[config.mk]
export PLATFORM = sky130hd
export DESIGN_NAME = bankreg_file
export DESIGN_NICKNAME = d
export VERILOG_FILES = /design/src/rtl/bankreg_pkg.sv /design/src/rtl/bankreg_map.sv /design/src/rtl/bankreg_gpr.sv /design/src/rtl/bankreg_sr.sv /design/src/rtl/bankreg_file.sv
export SDC_FILE = /design/constraint.sdc
export NUM_CORES = 2
export LEC_CHECK = 0
export ABC_CLOCK_PERIOD_IN_PS = 7700
export BUFFER_PORTS_ARGS = -buffer_cell sky130_fd_sc_hd__buf_2
export CAP_MARGIN = 20
export CORE_AREA = 10 10 380 382
export DETAILED_ROUTE_END_ITERATION = 16
export DIE_AREA = 0 0 390 392
export HOLD_SLACK_MARGIN = 0.1
export MAX_ROUTING_LAYER = met4
export SLEW_MARGIN = 10
export SYNTH_ARGS = -nofsm -noshare
export SYNTH_HDL_FRONTEND = slang
export SYNTH_HIERARCHICAL = 1
export SYNTH_SLANG_ARGS = --single-unit
[constraint.sdc]
create_clock -name clk_i -period 7.7 [get_ports clk_i]
set_input_delay 1.54 -clock clk_i [delete_from_list [all_inputs] [get_ports clk_i]]
set_output_delay 1.54 -clock clk_i [all_outputs]
set_load 0.05 [all_outputs]
[src/rtl/bankreg_pkg.sv]
package bankreg_pkg;
  localparam int unsigned ARCH_REGS  = 16;
  localparam int unsigned IDX_W      = $clog2(ARCH_REGS);
  localparam int unsigned SHARED_LO  = 8;   // r0..r7 common
  localparam int unsigned FIQ_LO     = 8;   // first fast-bank register
  localparam int unsigned FIQ_CNT    = 5;   // r8..r12
  localparam int unsigned PAIR_LO    = 13;  // r13, r14 banked per mode
  localparam int unsigned PAIR_CNT   = 2;
  localparam int unsigned NUM_BANKS  = 6;   // user + five exception modes
  localparam int unsigned NUM_EXC    = NUM_BANKS - 1;
  localparam int unsigned FIQ_BASE   = SHARED_LO + FIQ_CNT;
  localparam int unsigned PAIR_BASE  = FIQ_BASE + FIQ_CNT;
  localparam int unsigned PC_SLOT    = PAIR_BASE + NUM_BANKS * PAIR_CNT;
  localparam int unsigned PHYS_REGS  = PC_SLOT + 1;
  localparam int unsigned PHYS_W     = $clog2(PHYS_REGS);

  typedef enum logic [2:0] {
    MODE_USR = 3'd0, MODE_FIQ = 3'd1, MODE_IRQ = 3'd2, MODE_SVC = 3'd3,
    MODE_ABT = 3'd4, MODE_UND = 3'd5, MODE_RSV = 3'd6, MODE_SYS = 3'd7
  } mode_e;

  typedef enum logic [2:0] {
    BANK_USR = 3'd0, BANK_FIQ = 3'd1, BANK_IRQ = 3'd2,
    BANK_SVC = 3'd3, BANK_ABT = 3'd4, BANK_UND = 3'd5
  } bank_e;

  function automatic logic is_priv(mode_e m);
    return !(m inside {MODE_USR, MODE_RSV, MODE_SYS});
  endfunction

  function automatic bank_e bank_of(mode_e m, logic user_force);
    bank_e b;
    if (!is_priv(m) || user_force) b = BANK_USR;
    else begin
      unique case (m)
        MODE_FIQ: b = BANK_FIQ;
        MODE_IRQ: b = BANK_IRQ;
        MODE_SVC: b = BANK_SVC;
        MODE_ABT: b = BANK_ABT;
        default:  b = BANK_UND;
      endcase
    end
    return b;
  endfunction
endpackage

[src/rtl/bankreg_map.sv]
module bankreg_map
  import bankreg_pkg::*;
(
  input  logic [IDX_W-1:0]  idx_i,
  input  bank_e             bank_i,
  output logic [PHYS_W-1:0] phys_o
);
  always_comb begin
    if (int'(idx_i) < SHARED_LO) begin
      phys_o = PHYS_W'(idx_i);
    end else if (int'(idx_i) < PAIR_LO) begin
      if (bank_i == BANK_FIQ) phys_o = PHYS_W'(FIQ_BASE + int'(idx_i) - FIQ_LO);
      else                    phys_o = PHYS_W'(idx_i);
    end else if (int'(idx_i) < PAIR_LO + PAIR_CNT) begin
      phys_o = PHYS_W'(PAIR_BASE + PAIR_CNT * int'(bank_i) + int'(idx_i) - PAIR_LO);
    end else begin
      phys_o = PHYS_W'(PC_SLOT);
    end
  end
endmodule

[src/rtl/bankreg_gpr.sv]
module bankreg_gpr #(
  parameter int unsigned DATA_W = 32,
  parameter int unsigned DEPTH  = 31,
  parameter int unsigned ADDR_W = $clog2(DEPTH),
  parameter int unsigned NRD    = 2
) (
  input  logic                       clk_i,
  input  logic                       rst_ni,
  input  logic                       we_i,
  input  logic [ADDR_W-1:0]          waddr_i,
  input  logic [DATA_W-1:0]          wdata_i,
  input  logic [NRD-1:0][ADDR_W-1:0] raddr_i,
  output logic [NRD-1:0][DATA_W-1:0] rdata_o
);
  logic [DEPTH-1:0][DATA_W-1:0] mem_q;

  always_ff @(posedge clk_i or negedge rst_ni) begin
    if (!rst_ni) begin
      mem_q <= '0;
    end else if (we_i && int'(waddr_i) < DEPTH) begin
      mem_q[waddr_i] <= wdata_i;
    end
  end

  for (genvar p = 0; p < NRD; p++) begin : g_rd
    always_comb begin
      if (we_i && raddr_i[p] == waddr_i)       rdata_o[p] = wdata_i;
      else if (int'(raddr_i[p]) < DEPTH)       rdata_o[p] = mem_q[raddr_i[p]];
      else                                     rdata_o[p] = '0;
    end
  end

  AST_WRITE_LANDS: assert property (@(posedge clk_i) disable iff (!rst_ni)
    (we_i && int'(waddr_i) < DEPTH) |=> mem_q[$past(waddr_i)] == $past(wdata_i));
endmodule

[src/rtl/bankreg_sr.sv]
module bankreg_sr
  import bankreg_pkg::*;
#(
  parameter int unsigned DATA_W = 32
) (
  input  logic              clk_i,
  input  logic              rst_ni,
  input  mode_e             mode_i,
  input  logic              we_i,
  input  logic [DATA_W-1:0] wdata_i,
  output logic [DATA_W-1:0] rdata_o
);
  logic [NUM_EXC-1:0][DATA_W-1:0] sr_q;
  bank_e                          bank;
  logic                           priv;
  logic [$clog2(NUM_EXC)-1:0]     slot;

  assign bank = bank_of(mode_i, 1'b0);
  assign priv = (bank != BANK_USR);
  assign slot = priv ? ($clog2(NUM_EXC))'(int'(bank) - 1) : '0;

  always_ff @(posedge clk_i or negedge rst_ni) begin
    if (!rst_ni)          sr_q <= '0;
    else if (we_i && priv) sr_q[slot] <= wdata_i;
  end

  always_comb begin
    if (!priv)     rdata_o = '0;
    else if (we_i) rdata_o = wdata_i;
    else           rdata_o = sr_q[slot];
  end

  AST_SR_IGNORED: assert property (@(posedge clk_i) disable iff (!rst_ni)
    (we_i && !priv) |=> $stable(sr_q));
endmodule

[src/rtl/bankreg_file.sv]
module bankreg_file
  import bankreg_pkg::*;
#(
  parameter int unsigned DATA_W = 32
) (
  input  logic              clk_i,
  input  logic              rst_ni,
  input  logic [2:0]        mode_i,
  input  logic              user_bank_i,
  input  logic [3:0]        rd_a_idx_i,
  output logic [DATA_W-1:0] rd_a_data_o,
  input  logic [3:0]        rd_b_idx_i,
  output logic [DATA_W-1:0] rd_b_data_o,
  input  logic              wr_en_i,
  input  logic [3:0]        wr_idx_i,
  input  logic [DATA_W-1:0] wr_data_i,
  output logic [DATA_W-1:0] sr_rd_data_o,
  input  logic              sr_wr_en_i,
  input  logic [DATA_W-1:0] sr_wr_data_i
);
  localparam int unsigned NRD = 2;

  mode_e                      mode;
  bank_e                      bank;
  logic [NRD-1:0][IDX_W-1:0]  rd_idx;
  logic [NRD-1:0][PHYS_W-1:0] rd_phys;
  logic [NRD-1:0][DATA_W-1:0] rd_data;
  logic [PHYS_W-1:0]          wr_phys;

  assign mode   = mode_e'(mode_i);
  assign bank   = bank_of(mode, user_bank_i);
  assign rd_idx = {rd_b_idx_i, rd_a_idx_i};

  for (genvar p = 0; p < NRD; p++) begin : g_rmap
    bankreg_map u_map (.idx_i(rd_idx[p]), .bank_i(bank), .phys_o(rd_phys[p]));
  end

  bankreg_map u_wmap (.idx_i(wr_idx_i), .bank_i(bank), .phys_o(wr_phys));

  bankreg_gpr #(.DATA_W(DATA_W), .DEPTH(PHYS_REGS), .ADDR_W(PHYS_W), .NRD(NRD)) u_gpr (
    .clk_i, .rst_ni,
    .we_i(wr_en_i), .waddr_i(wr_phys), .wdata_i(wr_data_i),
    .raddr_i(rd_phys), .rdata_o(rd_data)
  );

  assign rd_a_data_o = rd_data[0];
  assign rd_b_data_o = rd_data[1];

  bankreg_sr #(.DATA_W(DATA_W)) u_sr (
    .clk_i, .rst_ni, .mode_i(mode),
    .we_i(sr_wr_en_i), .wdata_i(sr_wr_data_i), .rdata_o(sr_rd_data_o)
  );

  AST_BYPASS_A: assert property (@(posedge clk_i) disable iff (!rst_ni)
    (wr_en_i && rd_phys[0] == wr_phys) |-> rd_a_data_o == wr_data_i);
  AST_FIQ_PRIVATE: assert property (@(posedge clk_i) disable iff (!rst_ni)
    (bank == BANK_FIQ && rd_a_idx_i inside {[4'd8:4'd12]})
      |-> int'(rd_phys[0]) >= FIQ_BASE && int'(rd_phys[0]) < PAIR_BASE);
  AST_USER_SLOTS: assert property (@(posedge clk_i) disable iff (!rst_ni)
    (user_bank_i && rd_b_idx_i inside {[4'd8:4'd14]})
      |-> int'(rd_phys[1]) < FIQ_BASE || int'(rd_phys[1]) < PAIR_BASE + PAIR_CNT
          && int'(rd_phys[1]) >= PAIR_BASE);
  AST_SR_UNPRIV: assert property (@(posedge clk_i) disable iff (!rst_ni)
    (mode_i inside {3'd0, 3'd6, 3'd7}) |-> sr_rd_data_o == '0);
endmodule

==> reports/qor.yml <==
outcome: "completed"
drc: 0
avgRoutedWirePerCell_um: 30.3
multi_input_area_um2: 32600
setup_viol: 0
maxCapViolations: 0
nFillCells: 11800
layout_commonest_cell: "dfrtp_1"
crit_type: "in2out"
die_area_um2: 153000
end_kind: "output port"
post_cts_buffers: 0
avgSynthCellArea_um2: 13.1
grt_max_degree: 173
syn_inst: 4875
h-tree-depth: 4
yosysWarnings: 6
worstPathRequired_ns: 6.16
synth-main-ff-cell: "dfrtp_1"
reg2reg_depth: 1
rsz0062_at_grt: "false"
ant_nets: 0
core_area_um2: 137000
r2r_start: "u_gpr/mem_q[592]"
grt_overflow: 0
syn-num-nets: 4989
ys_seq_elements: 1152
clock-skew-final_ns: 0
clock_latency_ns: 0.77
initial_core_util_pct: 46.6
arrival_ns: 5.93
synth_edf_count: 0
drive_above_1_share_pct: 38.6
grt_pass1_wl_um: 307000
async_reset_ff_share_pct: 100
worstPathCellList: "buf_2, a211oi_1, buf_4, ha_1, ha_1, inv_1, a221oi_4, buf_12, buf_4, mux2_2, o21ai_0, a222oi_1, a21oi_1, o31ai_1, buf_2"
io_buffers: 179
viasPerCell: 6.42
dr_total_vias: 43900
hp-start: "u_sr/sr_q[46]"
syn_area_um2: 63800
startpoint_type: "primary input"
hold_path_class: "reg2reg"
tns_ns: 0
worst_ir_drop_vdd_v: 0.000167
leakage_nw: 32.6
period_minus_slack_ns: 7.47
grtUsageTotal_pct: 27.5
first_global_vias: 45000
whs_path_depth: 1
hpwl_um: 127000
gp_routability_congestion: 0.867
tightest_slew_ns: 1.15
cts-resized-gates: 0
final-seq-area_um2: 28800
mostFrequentLayoutCells: "1152 x dfrtp_1, 925 x mux2_2, 634 x mux2i_1, 216 x mux4_2, 169 x buf_4"
hold_slack_ns: 0.489
seq_area_frac_synth_pct: 45.2
synth_top_cell_by_area: "dfrtp_1"
startpoint: "mode_i[1]"
timing.fmax_mhz: 134
cp_slowest_cell: "a222oi_1"
first_iter_violations: 4003
syn2layout_area_growth_pct: 13.3
ctsHoldBuffers: 0
cts_sinks: 1152
timing.final.crit_share_pct: 97.0
die_y_um: 392
cts_tree: "done"
timing_hold_violations_final: 0
root_buffer: "clkbuf_16"
maxSlewViolCount: 0
die_x_um: 390
rows: 136
dr.pass1.iters: 5
critical_path_peak_fanout: 21
clk_pin_slew_ns: 0.06
relSlewSlack_pct: 23.0
nets: 5039
slowest_delay_ns: 0.50
antenna_found_initial: 23
synthTopCellsByArea: "dfrtp_1 45%, mux2_2 16%, mux2i_1 9.9%"
cts_made_buffers: 135
totalWireLength_um: 207000
p_per_area_nw_per_um2: 295
synthDistinctLibCells: 73
ios: 180
synth_top_area_share_pct: 45.2
clockBufferDepth: 3
## cells by family (layout without fill, tap and decap cells)
logic type / count (synthesis) / in the layout / share of synthesized area [%]
DFF: 1152 / 1152 / 45.2
AOI/OAI and AO/OA: 700 / 700 / 8.40
buffers and inverters: 565 / 719 / 4.34
muxes: 1977 / 1977 / 37.8
and+or+nand+nor: 438 / 438 / 3.43
other: 0 / 15 / 0
xor gates and xnor gates: 13 / 13 / 0.179
adders and majority gates: 30 / 30 / 0.624
## sequential cells by signal, summed over array words and instances (netlist names)
register and cells:
u_gpr/mem_q 992, u_sr/sr_q 160
## cells in the mapped netlist, drive strengths merged (69+ instances only)
cell    number
mux2i      634
mux2      1127
clkbuf     212
nand2      139
o22ai      163
buf        284
nor3        85
inv         69
dfrtp     1152
a21oi       69
mux4       216
a22oi       89
o211ai      75
## where the power goes
| group | switching (mW) | internal, mW | total, mW |
|---|---|---|---|
| Sequential | 1.14 | 7.65 | 8.79 |
| Combinational | 3.01 | 3.03 | 6.04 |
| Clock | 2.70 | 3.76 | 6.46 |
| Total | 6.85 | 14.4 | 21.3 |
## final timing paths
| kind | endpoint | slack (ns) |
|---|---|---|
| setup / recovery | rd_b_data_o[22] | 0.23 |
| hold / removal | u_sr/sr_q[46] | 0.49 |
| setup reg to reg | u_gpr/mem_q[592] | 6.87 |
| hold reg to reg | u_sr/sr_q[46] | 0.49 |
| max in group asynchronous | u_sr/sr_q[150] | 5.15 |
| min in group asynchronous | u_gpr/mem_q[535] | 0.83 |
## layer usage
layer,vias up,routed length (um),GRT usage (%)
li1,18600,-,-
met4,0,7750,9.62
met3,397,14700,5.26
met1,23200,90800,37.2
met2,1702,93900,41.3
met5,-,0,-
## through the flow
stage / power, mW / util [%] / setup slack (ns) / cells / instance area [um2]
after floorplan: 12.9 / - / 0.247 / 4875 / 63800
after global placement: 14.7 / 49.5 / 0.302 / 6582 / 67800
after detailed placement: 14.9 / 49.5 / 0.277 / 6582 / 67800
after CTS: 21.4 / 52.8 / 0.263 / 6823 / 72200
after global routing: 22.3 / 52.8 / 0.131 / 6834 / 72200
final: 21.3 / 52.8 / 0.232 / 6838 / 72300
## area by class of cell
| cell class | instances | share of cell area, % |
|---|---|---|
| repair buffers | 409 | 5.28 |
| diodes | 15 | 0.0519 |
| clock inverters | 37 | 0.599 |
| multi-input cells | 3158 | 45.1 |
| clock buffers | 204 | 5.56 |
| inverters | 69 | 0.358 |
| flip-flops and latches | 1152 | 39.9 |
| well taps | 1794 | 3.11 |
## worst max-delay path, delay by kind of cell
kind                       cells  cell delay [ns]
buffers and inverters          6             1.51
AOI/OAI and AO/OA              6             2.05
adders and majority gates      2             0.53
muxes                          1             0.24
Power figures use the tool's default switching activity.
